$ cat src/rtl/tlb2_pkg.sv
package tlb2_pkg;
  typedef enum logic [2:0] {
    K_READ    = 3'd0,
    K_WRITE   = 3'd1,
    K_FETCH   = 3'd2,
    K_PROBE_D = 3'd3,
    K_PROBE_I = 3'd4
  } acc_kind_e;

  localparam int PTE_C_BIT = 7;
  localparam int PTE_W_BIT = 6;
  localparam int PTE_I_BIT = 5;

  function automatic logic kind_is_inst(input logic [2:0] k);
    return (k == K_FETCH) || (k == K_PROBE_I);
  endfunction

  function automatic logic kind_is_probe(input logic [2:0] k);
    return !((k == K_READ) || (k == K_WRITE) || (k == K_FETCH));
  endfunction
endpackage

$ cat src/rtl/tlb2_bank.sv
module tlb2_bank
  import tlb2_pkg::*;
#(
  parameter int TAG_W = 20,
  parameter int IDX_W = 4,
  parameter int PTE_W = 32
) (
  input  logic             clk,
  input  logic             rst_n,
  input  logic             lk_en,
  input  logic [TAG_W-1:0] lk_tag,
  input  logic             lk_write,
  input  logic             lk_probe,
  input  logic             fl_en,
  input  logic [TAG_W-1:0] fl_tag,
  input  logic [PTE_W-1:0] fl_pte,
  input  logic             inv_en,
  input  logic [IDX_W-1:0] inv_idx,
  output logic             hit_o,
  output logic             updc_o,
  output logic [PTE_W-1:0] pte_o
);
  localparam int SETS = 1 << IDX_W;
  localparam logic [TAG_W-1:0] TAG_NONE = '1;

  logic [1:0][TAG_W-1:0] tag_q [SETS];
  logic [1:0][TAG_W-1:0] tag_d [SETS];
  logic [1:0][PTE_W-1:0] pte_q [SETS];
  logic [1:0][PTE_W-1:0] pte_d [SETS];
  logic [SETS-1:0]       rec_q, rec_d, set_en;

  // lookup against the state before the edge
  logic [IDX_W-1:0] lk_idx, fl_idx;
  logic             m0, m1, hit_any, hway, c_clear, fway;
  logic [PTE_W-1:0] hpte;

  always_comb begin
    lk_idx  = lk_tag[IDX_W-1:0];
    m0      = (lk_tag != TAG_NONE) && (tag_q[lk_idx][0] == lk_tag);
    m1      = (lk_tag != TAG_NONE) && (tag_q[lk_idx][1] == lk_tag) && !m0;
    hit_any = m0 || m1;
    hway    = !m0;
    hpte    = m0 ? pte_q[lk_idx][0] : pte_q[lk_idx][1];
    c_clear = lk_write && !hpte[PTE_C_BIT];
    hit_o   = lk_en && hit_any && !c_clear;
    updc_o  = lk_en && hit_any && c_clear;
    pte_o   = hpte;
    fl_idx  = fl_tag[IDX_W-1:0];
    fway    = !rec_q[fl_idx] && (tag_q[fl_idx][0] != TAG_NONE);
  end

  // next state per set: invalidate, then fill, then lookup side effects
  always_comb begin
    for (int s = 0; s < SETS; s++) begin
      tag_d[s]  = tag_q[s];
      pte_d[s]  = pte_q[s];
      rec_d[s]  = rec_q[s];
      set_en[s] = 1'b0;
      if (inv_en && (inv_idx == IDX_W'(s))) begin
        tag_d[s]  = {TAG_NONE, TAG_NONE};
        rec_d[s]  = 1'b0;
        set_en[s] = 1'b1;
      end else if (fl_en && (fl_idx == IDX_W'(s))) begin
        tag_d[s][fway] = fl_tag;
        pte_d[s][fway] = fl_pte;
        rec_d[s]       = fway;
        set_en[s]      = 1'b1;
      end else if (lk_en && hit_any && (lk_idx == IDX_W'(s))) begin
        if (c_clear) begin
          pte_d[s][hway][PTE_C_BIT] = 1'b1;
          set_en[s]                 = 1'b1;
        end else if (!lk_probe) begin
          rec_d[s]  = hway;
          set_en[s] = 1'b1;
        end
      end
    end
  end

  always_ff @(posedge clk or negedge rst_n) begin
    if (!rst_n) begin
      for (int s = 0; s < SETS; s++) begin
        tag_q[s] <= {TAG_NONE, TAG_NONE};
        pte_q[s] <= '0;
      end
      rec_q <= '0;
    end else begin
      for (int s = 0; s < SETS; s++) begin
        if (set_en[s]) begin
          tag_q[s] <= tag_d[s];
          pte_q[s] <= pte_d[s];
          rec_q[s] <= rec_d[s];
        end
      end
    end
  end
endmodule

$ cat src/rtl/tlb2_top.sv
module tlb2_top
  import tlb2_pkg::*;
#(
  parameter int ADDR_W     = 32,
  parameter int PAGE_SHIFT = 12,
  parameter int IDX_W      = 4
) (
  input  logic              clk,
  input  logic              rst_n,
  input  logic              lk_valid,
  input  logic [2:0]        lk_kind,
  input  logic [ADDR_W-1:0] lk_ea,
  input  logic              fill_valid,
  input  logic [2:0]        fill_kind,
  input  logic [ADDR_W-1:0] fill_ea,
  input  logic [ADDR_W-1:0] fill_pte,
  input  logic              inv_valid,
  input  logic [ADDR_W-1:0] inv_ea,
  output logic              rsp_valid,
  output logic              rsp_hit,
  output logic              rsp_miss,
  output logic              rsp_upd_c,
  output logic [ADDR_W-1:0] rsp_pa,
  output logic              rsp_wi
);
  localparam int TAG_W = ADDR_W - PAGE_SHIFT;
  localparam logic [ADDR_W-1:0] OFS_MASK = ADDR_W'((64'd1 << PAGE_SHIFT) - 64'd1);

  logic [1:0]             bk_hit, bk_updc;
  logic [1:0][ADDR_W-1:0] bk_pte;
  logic                   lk_inst, fl_inst, fl_ok;

  assign lk_inst = kind_is_inst(lk_kind);
  assign fl_inst = kind_is_inst(fill_kind);
  assign fl_ok   = fill_valid && !kind_is_probe(fill_kind);

  // bank 0 serves data accesses, bank 1 instruction fetches
  for (genvar b = 0; b < 2; b++) begin : g_bank
    tlb2_bank #(.TAG_W(TAG_W), .IDX_W(IDX_W), .PTE_W(ADDR_W)) i_bank (
      .clk      (clk),
      .rst_n    (rst_n),
      .lk_en    (lk_valid && (lk_inst == 1'(b))),
      .lk_tag   (lk_ea[ADDR_W-1:PAGE_SHIFT]),
      .lk_write (lk_kind == K_WRITE),
      .lk_probe (kind_is_probe(lk_kind)),
      .fl_en    (fl_ok && (fl_inst == 1'(b))),
      .fl_tag   (fill_ea[ADDR_W-1:PAGE_SHIFT]),
      .fl_pte   (fill_pte),
      .inv_en   (inv_valid),
      .inv_idx  (inv_ea[PAGE_SHIFT+IDX_W-1:PAGE_SHIFT]),
      .hit_o    (bk_hit[b]),
      .updc_o   (bk_updc[b]),
      .pte_o    (bk_pte[b])
    );
  end

  logic              hit_n, upd_n, miss_n, wi_n;
  logic [ADDR_W-1:0] sel_pte, pa_n;

  always_comb begin
    sel_pte = bk_pte[lk_inst];
    hit_n   = bk_hit[lk_inst];
    upd_n   = bk_updc[lk_inst];
    miss_n  = lk_valid && !hit_n && !upd_n;
    pa_n    = hit_n ? ((sel_pte & ~OFS_MASK) | (lk_ea & OFS_MASK)) : '0;
    wi_n    = hit_n && (sel_pte[PTE_W_BIT] || sel_pte[PTE_I_BIT]);
  end

  always_ff @(posedge clk or negedge rst_n) begin
    if (!rst_n) begin
      rsp_valid <= 1'b0;
      rsp_hit   <= 1'b0;
      rsp_miss  <= 1'b0;
      rsp_upd_c <= 1'b0;
      rsp_pa    <= '0;
      rsp_wi    <= 1'b0;
    end else begin
      rsp_valid <= lk_valid;
      rsp_hit   <= hit_n;
      rsp_miss  <= miss_n;
      rsp_upd_c <= upd_n;
      if (lk_valid) begin
        rsp_pa <= pa_n;
        rsp_wi <= wi_n;
      end
    end
  end

  logic unused_addr_bits;
  assign unused_addr_bits = ^{fill_ea[PAGE_SHIFT-1:0], inv_ea[PAGE_SHIFT-1:0],
                              inv_ea[ADDR_W-1:PAGE_SHIFT+IDX_W]};
endmodule

$ cat config.mk
export PLATFORM = sky130hd
export DESIGN_NAME = tlb2_top
export DESIGN_NICKNAME = d
export VERILOG_FILES = /design/src/rtl/tlb2_pkg.sv /design/src/rtl/tlb2_bank.sv /design/src/rtl/tlb2_top.sv
export SDC_FILE = /design/constraint.sdc
export NUM_CORES = 2
export LEC_CHECK = 0
export BUFFER_PORTS_ARGS = -buffer_cell sky130_fd_sc_hd__buf_2
export CAP_MARGIN = 30
export CORE_UTILIZATION = 40
export CTS_BUF_LIST = sky130_fd_sc_hd__clkbuf_16
export DETAILED_ROUTE_END_ITERATION = 7
export MAX_ROUTING_LAYER = met4
export PLACE_DENSITY_LB_ADDON = 0.12
export SYNTH_ARGS = -nofsm -noshare
export SYNTH_HDL_FRONTEND = slang
export SYNTH_SLANG_ARGS = --single-unit
$ cat constraint.sdc
create_clock -name clk -period 4.15 [get_ports clk]
set_input_delay 0.2075 -clock clk [delete_from_list [all_inputs] [get_ports clk]]
set_output_delay 0.2075 -clock clk [all_outputs]
set_load 0.005 [all_outputs]
**Word-level counts from Yosys, hierarchy flattened**

Cells that the tools add are included.

- Word-level logic and storage cells: 1175
- Bits of input ports: 139
- Output and inout port bits: 37
- Bits in registers: 3397

- Bitwise logic cells: 53
- Reductions and logical operators: 388
- Eq/ne operators: 90
- Magnitude comparators: 12
- Muxes and demuxes: 466

Operators with widths:

| cell | count |
|---|---|
| 2-to-1 mux 64 bit | 100 |
| 2-to-1 mux 40 bit | 68 |
| bitwise mux 64 bit | 32 |
| bitwise OR 64 bit | 32 |
| bitwise mux 40 bit | 32 |
| binary-select mux 40 bit (select 4 bit) | 4 |
| binary-select mux 64 bit (select 4 bit) | 2 |
| AND reduction 4 bit | 64 |
| 2-to-1 mux 32 bit | 7 |
| 2-to-1 mux 1 bit | 205 |
| nonzero test 2 bit | 96 |
| nonzero test 3 bit | 64 |
| demux 32 bit (select 1 bit) | 4 |
| 2-to-1 mux 20 bit | 6 |
| logical AND 1 bit | 108 |
| == test 4 bit, second input constant | 24 |
| inequality test 3 bit, second input constant | 32 |
| == test 20 bit | 4 |
| AND reduction 2 bit | 32 |
| inequality test 20 bit, second input constant | 3 |
| == test 4 x 3 -> 1 bit, second input constant | 12 |
| demux 20 bit (select 1 bit) | 2 |
| bitwise OR 32 x 12 -> 32 bit | 1 |
| == test 4 x 2 -> 1 bit, second input constant | 6 |
| other kinds (16) | 69 |

**Logic depth before layout (Yosys ltp)**

- Depth after elaboration: 16
- Depth in mapped cells: 21
- Depth with buffers taken out: 10

**Modules after synthesis**

From an unflattened synthesis, not the netlist that was laid out.

- Cells, all modules: 12829
- Area total of the unflattened synthesis: 161145.8 um^2

By module, submodules not included:

| module | seq. area each (um^2) | area each (um^2) | cells an instance | times used |
|---|---|---|---|---|
| tlb2_bank (g_bank[1].i_bank) | 42841.1 | 79622.6 | 6422 | 1 |
| tlb2_bank (g_bank[0].i_bank) | 42841.1 | 79517.5 | 6196 | 1 |
| tlb2_top | 925.9 | 2005.7 | 211 | 1 |

**Least setup slack after synthesis**

OpenSTA, ideal clock, no wires.

- Path kind: input -> register
- Start point: in lk_ea[13]
- End point: reg rsp_pa[17]
- Slack: 0.399 ns
- Library setup time: 0.144 ns
- Path buffers: 7
- Stages: 16
- Arrival: 3.607 ns
- Data required time: 4.006 ns
- Cells stage by stage: buf_2 > buf_2 > buf_2 > clkbuf_1 > mux4_2 > mux4_2 > xnor2_1 > nor3_1 > nand4_2 > nor3_2 > o21a_1 > buf_4 > o21a_1 > buf_6 > buf_6 > o22ai_2

- Word-level cells in the longest chain between the ends: 14
- Elaborated cells on any way between the ends: 46
- Those cells by class: eq/ne: 5; mux: 19; bitwise: 2; reduce/logical: 20

RTL lines:

| element | RTL line | text |
|---|---|---|
| start, declared | tlb2_top.sv:12 | `input logic [ADDR_W-1:0] lk_ea,` |
| inverter 4 -> 5 bit (implied by the code) | tlb2_bank.sv:39, tlb2_bank.sv:40, tlb2_bank.sv:43 |  |
| binary-select mux 40 bit (select 4 bit) | tlb2_bank.sv:39, tlb2_bank.sv:40 |  |
| 2-to-1 mux 40 bit, on equally long branches (2 in series) | tlb2_bank.sv:39, tlb2_bank.sv:40 |  |
| == test 20 bit | tlb2_bank.sv:39 | `m0 = (lk_tag != TAG_NONE) && (tag_q[lk_idx][0] == lk_tag);` |
| logical AND 1 bit | tlb2_bank.sv:39 |  |
| 2-to-1 mux 32 bit / zero test 1 bit (equally long branches) | tlb2_bank.sv:43, tlb2_bank.sv:40 |  |
| zero test 1 bit / logical AND 1 bit (equally long branches) | tlb2_bank.sv:44, tlb2_bank.sv:40 |  |
| logical AND 1 bit / logical OR 1 bit (equally long branches) | tlb2_bank.sv:44, tlb2_bank.sv:41 |  |
| zero test 1 bit / logical AND 1 bit (equally long branches) | tlb2_bank.sv:45 | `hit_o = lk_en && hit_any && !c_clear;` |
| logical AND 1 bit | tlb2_bank.sv:45 |  |
| 2-to-1 mux 1 bit (implied by the code) (2 in series) | tlb2_top.sv:62 | `hit_n = bk_hit[lk_inst];` |
| 2-to-1 mux 32 bit * | tlb2_top.sv:65 | `pa_n = hit_n ? ((sel_pte & ~OFS_MASK) \| (lk_ea & OFS_MASK)) : '0;` |
| end signal, assigned | tlb2_top.sv:83 | `rsp_pa <= pa_n;` |
| end, declared | tlb2_top.sv:23 | `output logic [ADDR_W-1:0] rsp_pa,` |

Mark *: on every way between the ends. The rest lies on a longest branch, timed or not. The select of a mux whose other input is x is not followed.
A chain may end at the register's enable or synchronous reset.

**Worst setup path in the final report**

- Start point: reg g_bank[1].i_bank.tag_q[243] (netlist name)
- End point: reg g_bank[1].i_bank.pte_q[12] (netlist name)

- Word-level cells in the longest chain between the ends: 14
- Elaborated cells on any way between the ends: 36
- Those cells by class: order compare: 2; eq/ne: 2; mux: 18; bitwise: 1; reduce/logical: 13

RTL lines:

| element | RTL line | text |
|---|---|---|
| start, declared | tlb2_bank.sv:26 | `logic [1:0][TAG_W-1:0] tag_q [SETS];` |
| start signal, assigned by index | tlb2_bank.sv:83 | `tag_q[s] <= {TAG_NONE, TAG_NONE};` |
| start signal, assigned by index | tlb2_bank.sv:90 | `tag_q[s] <= tag_d[s];` |
| binary-select mux 40 bit (select 4 bit) | tlb2_bank.sv:39 |  |
| 2-to-1 mux 40 bit (2 in series) | - |  |
| == test 20 bit | tlb2_bank.sv:39 |  |
| logical AND 1 bit | tlb2_bank.sv:39 |  |
| zero test 1 bit | tlb2_bank.sv:40, tlb2_bank.sv:42 |  |
| logical AND 1 bit | tlb2_bank.sv:40 | `m1 = (lk_tag != TAG_NONE) && (tag_q[lk_idx][1] == lk_tag) && !m0;` |
| logical OR 1 bit | tlb2_bank.sv:41 | `hit_any = m0 \|\| m1;` |
| logical AND 1 bit (2 in series) | tlb2_bank.sv:68 | `end else if (lk_en && hit_any && (lk_idx == IDX_W'(s))) begin` |
| 2-to-1 mux 1 bit | tlb2_bank.sv:68 |  |
| 2-to-1 mux 1 bit | tlb2_bank.sv:63 | `end else if (fl_en && (fl_idx == IDX_W'(s))) begin` |
| 2-to-1 mux 1 bit | tlb2_bank.sv:59 | `if (inv_en && (inv_idx == IDX_W'(s))) begin` |
| AND reduction 4 bit (no source line) | - |  |
| end signal, assigned by index | tlb2_bank.sv:91 | `pte_q[s] <= pte_d[s];` |
| end, declared | tlb2_bank.sv:28 | `logic [1:0][PTE_W-1:0] pte_q [SETS];` |

Several ways; a longest one is shown, not always the timed one. The select of a mux whose other input is x is not followed.

==> summary.txt <==
status: finished clean
CP max stage cell: mux4_4
CP required: 4.92 ns
fin. max-slew vios: 0
H-tree depth: 5
GR peak layer: met2
Worst EP arrival: 4.92 ns
initial core utilization: 40.3%
CP Class: flop to flop
grt met2 use: 48.0%
worst vdd ir: 302 µV
Async S/R FF share, synth: 100%
CTS Buf Count: 323
Max clock buf depth: 4
GR Util met1: 43.1%
number of synthesized flops with an enable pin: 0
first-pass GRT wire length: 731000 µm
Mapped Nets: 10615
Worst Max-Slew Pin Slew: 1.11 ns
total grt overflow: 0
Rel. slew slack: 25.7%
max cap viols: 0
die area: 330000 µm²
Fin Setup TNS: 0 ns
post-DP HPWL: 332000 µm
Synth Warn #: 0
Final Hold Fails: 0
antenna violations before repair: 37
ANT nets after route: 0
Final Skew: 0.0767 ns
Fmax: 0.241 GHz
post-route cell area: 153000 µm²
Combinational Power Share: 14.6%
#FFs+latches synth: 2789
Cell Rows: 209
Largest stage delay, worst path: 0.76 ns
PortBufs: 126
Via density: 6.08
Period Utilization, post-route: 100%
Reg power frac: 47.9%
RePlAce Congestion: 0.987
share of cells above drive strength 1: 41.5%
worst-path maximum fanout: 22
RSZ-0062 raised after global routing: false
CP Launch Type: flop
Worst-Skew Late Latency: 0.95 ns
GR Layer Usage met3: 5.09%
Post-synth top flop: dfrtp_1
fin nets: 10902
placed cell areas: 142000 µm²
pre-CTS setup slack: -0.822 ns
root buffer cell: clkbuf_16
switching power: 20100 µW
Post-Syn Area: 131000 µm²
syn_area_per_cell: 12.5 µm²
CP Buf/Inv Count: 4
pwr/cell area: 478 nW/µm²
Sw Ratio: 27.5%
GR Util All Layers: 31.6%
vias in the first global route: 96047
minimum clock period after layout: 4.15 ns
clock power share: 37.5%
Final setup viols: 0
Detailed Route WL: 509000 µm
synthesized instance count: 10476
DRC: 0
Final Util: 47.1%
Core ar.: 325000 µm²
crit path cell chain: nand4_1, nor4_1, a41oi_1, buf_4, o31ai_1, buf_4, a21oi_1, mux4_4, buf_12, nor3_2, buf_12, mux2_2
area grow syn2layout: 16.8%
leak pwr: 0.0677 µW
Int Power: 53100 µW
Seq/Total Area, Yosys: 54.4%
vias: 93477
DR pass1 iterations: 8
Avg WL per Cell: 33.1 µm
largest net degree at the start of global routing: 141
CP endpoint kind: flop
Worst Hold Class: primary input to flop
CTS clk-pin slew, worst paths: 0.06 ns
fin worst setup slack: 0.000122 ns
library cells used by synthesis: 103
io pins: 176
CTS tree: yes
delay-heaviest family, CP: multiplexers
clk sink count: 2789
DIE HEIGHT: 575 µm
die width: 575 µm
Detailed Route Iter0 Violations: 8645
## cell families (layout without fill, tap and decap cells)
group	after synthesis	count (layout)	share of synthesized area (%)
mux	1980	1980	22.7
buf+inv	1106	1650	3.70
other cells	0	18	0
simple gates	3217	3217	10.6
flops	2789	2789	54.4
xor+xnor	62	62	0.414
compound gates	1322	1322	8.14
## flip-flops by register name, indices dropped and copies added (netlist names)
| register | cells |
|---|---|
| rsp_wi | 1 |
| rsp_valid | 1 |
| rsp_hit | 1 |
| rsp_pa | 32 |
| g_bank.i_bank.pte_q | 1440 |
| g_bank.i_bank.tag_q | 1280 |
| g_bank.i_bank.rec_q | 32 |
| rsp_miss | 1 |
| rsp_upd_c | 1 |
## layout make-up
class | instances | area [µm²]
fillers | 28967 | 172000
flip-flops and latches | 2789 | 71400
multi-input cells | 6581 | 55600
repair buffers | 981 | 10500
clock buffers | 332 | 8310
well taps | 4325 | 5410
clock inverters | 250 | 1700
inverters | 87 | 337
diodes | 18 | 45.0
## worst min-delay path, delay by kind of cell
kind | cells | cell delay (ns)
AOI/OAI and AO/OA | 1 | 0.08
buffers and inverters | 3 | 0.65
## placed cells by master, fill, tap and decap left out, types with 71 or more instances in the layout
cell type and instances:
nor2_1 296, clkbuf_16 332, inv_1 158, a21oi_1 100, nand3_1 303, nor3_1 90, dlygate4sd3_1 71, dfstp_2 1280
o22a_1 705, buf_12 248, mux2_2 1054, clkinv_1 76, buf_4 548, nand2_1 1995, mux4_2 628, buf_2 105
dfrtp_1 1509, mux2i_1 241, nand4_1 157, or2_2 79
## stage by stage
stage / power [µW] / hold WS [ns] / instances
after detailed placement: 46000 / 0.335 / 14689
after global routing: 76000 / 0.0507 / 15356
after CTS: 73700 / 0.000366 / 15342
after global placement: 45600 / 0.345 / 14680
after floorplan: 41200 / -0.0881 / 10476
final: 73200 / 0.0591 / 15363
## metal layers
layer / wire [µm] / vias up / part of all wire (%)
li1: - / 38572 / -
met3: 34500 / 908 / 6.8
met2: 234000 / 3526 / 46
met4: 19100 / 0 / 3.7
met1: 221000 / 50471 / 44
met5: 0 / - / 0
## path summary, 6_finish.rpt
| check | from | endpoint | slack (ns) | cells after the start |
|---|---|---|---|---|
| max | g_bank[1].i_bank.tag_q[243]$_DFFE_PN1P_ | g_bank[1].i_bank.pte_q[12]$_DFFE_PN0P_ | 0.0001 | 12 |
| min | lk_ea[4] | rsp_pa[4]$_DFFE_PN0P_ | 0.06 | 4 |
| max reg2reg | g_bank[1].i_bank.tag_q[243]$_DFFE_PN1P_ | g_bank[1].i_bank.pte_q[12]$_DFFE_PN0P_ | 0.0001 | 12 |
| min reg2reg | g_bank[1].i_bank.tag_q[343]$_DFFE_PN1P_ | g_bank[1].i_bank.tag_q[343]$_DFFE_PN1P_ | 0.46 | 2 |
| max in group asynchronous | rst_n | g_bank[1].i_bank.pte_q[343]$_DFFE_PN0P_ | 2.22 | 4 |
| min in group asynchronous | rst_n | g_bank[1].i_bank.pte_q[869]$_DFFE_PN0P_ | 0.54 | 3 |
## timing repair
| item | 4_1_cts | 5_1_grt |
|---|---|---|
| buffers inserted | 0 | 1 |
| hold endpoints to repair | 1209 | 0 |
| pin swaps | 0 | 1 |
| hold buffers | 71 | 0 |
| resized for setup | 7 | 1 |
| endpoints found under the setup margin | 6 | 350 |
## synthesized netlist by cell type, types with 16 or more instances
| library cell | instances | area (µm²) |
|---|---|---|
| mux4_2 | 629 | 14200 |
| or2_2 | 79 | 494 |
| buf_4 | 24 | 180 |
| o21ai_0 | 90 | 450 |
| and3_1 | 17 | 106 |
| a21oi_1 | 100 | 500 |
| buf_1 | 106 | 398 |
| mux2_2 | 1054 | 11900 |
| dfstp_2 | 1280 | 33600 |
| or3_1 | 61 | 382 |
| a22oi_1 | 27 | 203 |
| xor2_1 | 16 | 140 |
| o22ai_1 | 52 | 325 |
| o31a_1 | 22 | 193 |
| nor4_1 | 24 | 150 |
| and2_1 | 18 | 113 |
| nor3_1 | 111 | 556 |
| nand2b_1 | 27 | 169 |
| o211ai_1 | 25 | 188 |
| clkbuf_1 | 753 | 2830 |
| inv_1 | 80 | 300 |
| o22ai_2 | 29 | 363 |
| o22a_1 | 705 | 6170 |
| xnor2_1 | 46 | 403 |
| buf_2 | 84 | 420 |
| dfrtp_1 | 1509 | 37800 |
| o21a_1 | 52 | 390 |
| o311ai_0 | 20 | 175 |
| a211oi_1 | 40 | 300 |
| nand4_1 | 157 | 982 |
| nand3_1 | 342 | 1710 |
| mux4_1 | 48 | 1260 |
| mux2i_1 | 247 | 2470 |
| nand2_1 | 2007 | 7530 |
| nor2_1 | 306 | 1150 |
| buf_6 | 23 | 259 |
## power groups by stage
stage               logic, µW  registers (µW)  clock network, µW
floorplan                6880           34300                  0
global placement        10300           35300                  0
detailed placement      10600           35500                  0
CTS                     10700           35100              28000
global route            11400           35500              29100
finish                  10700           35100              27400
(Power assumes the default switching activity.)
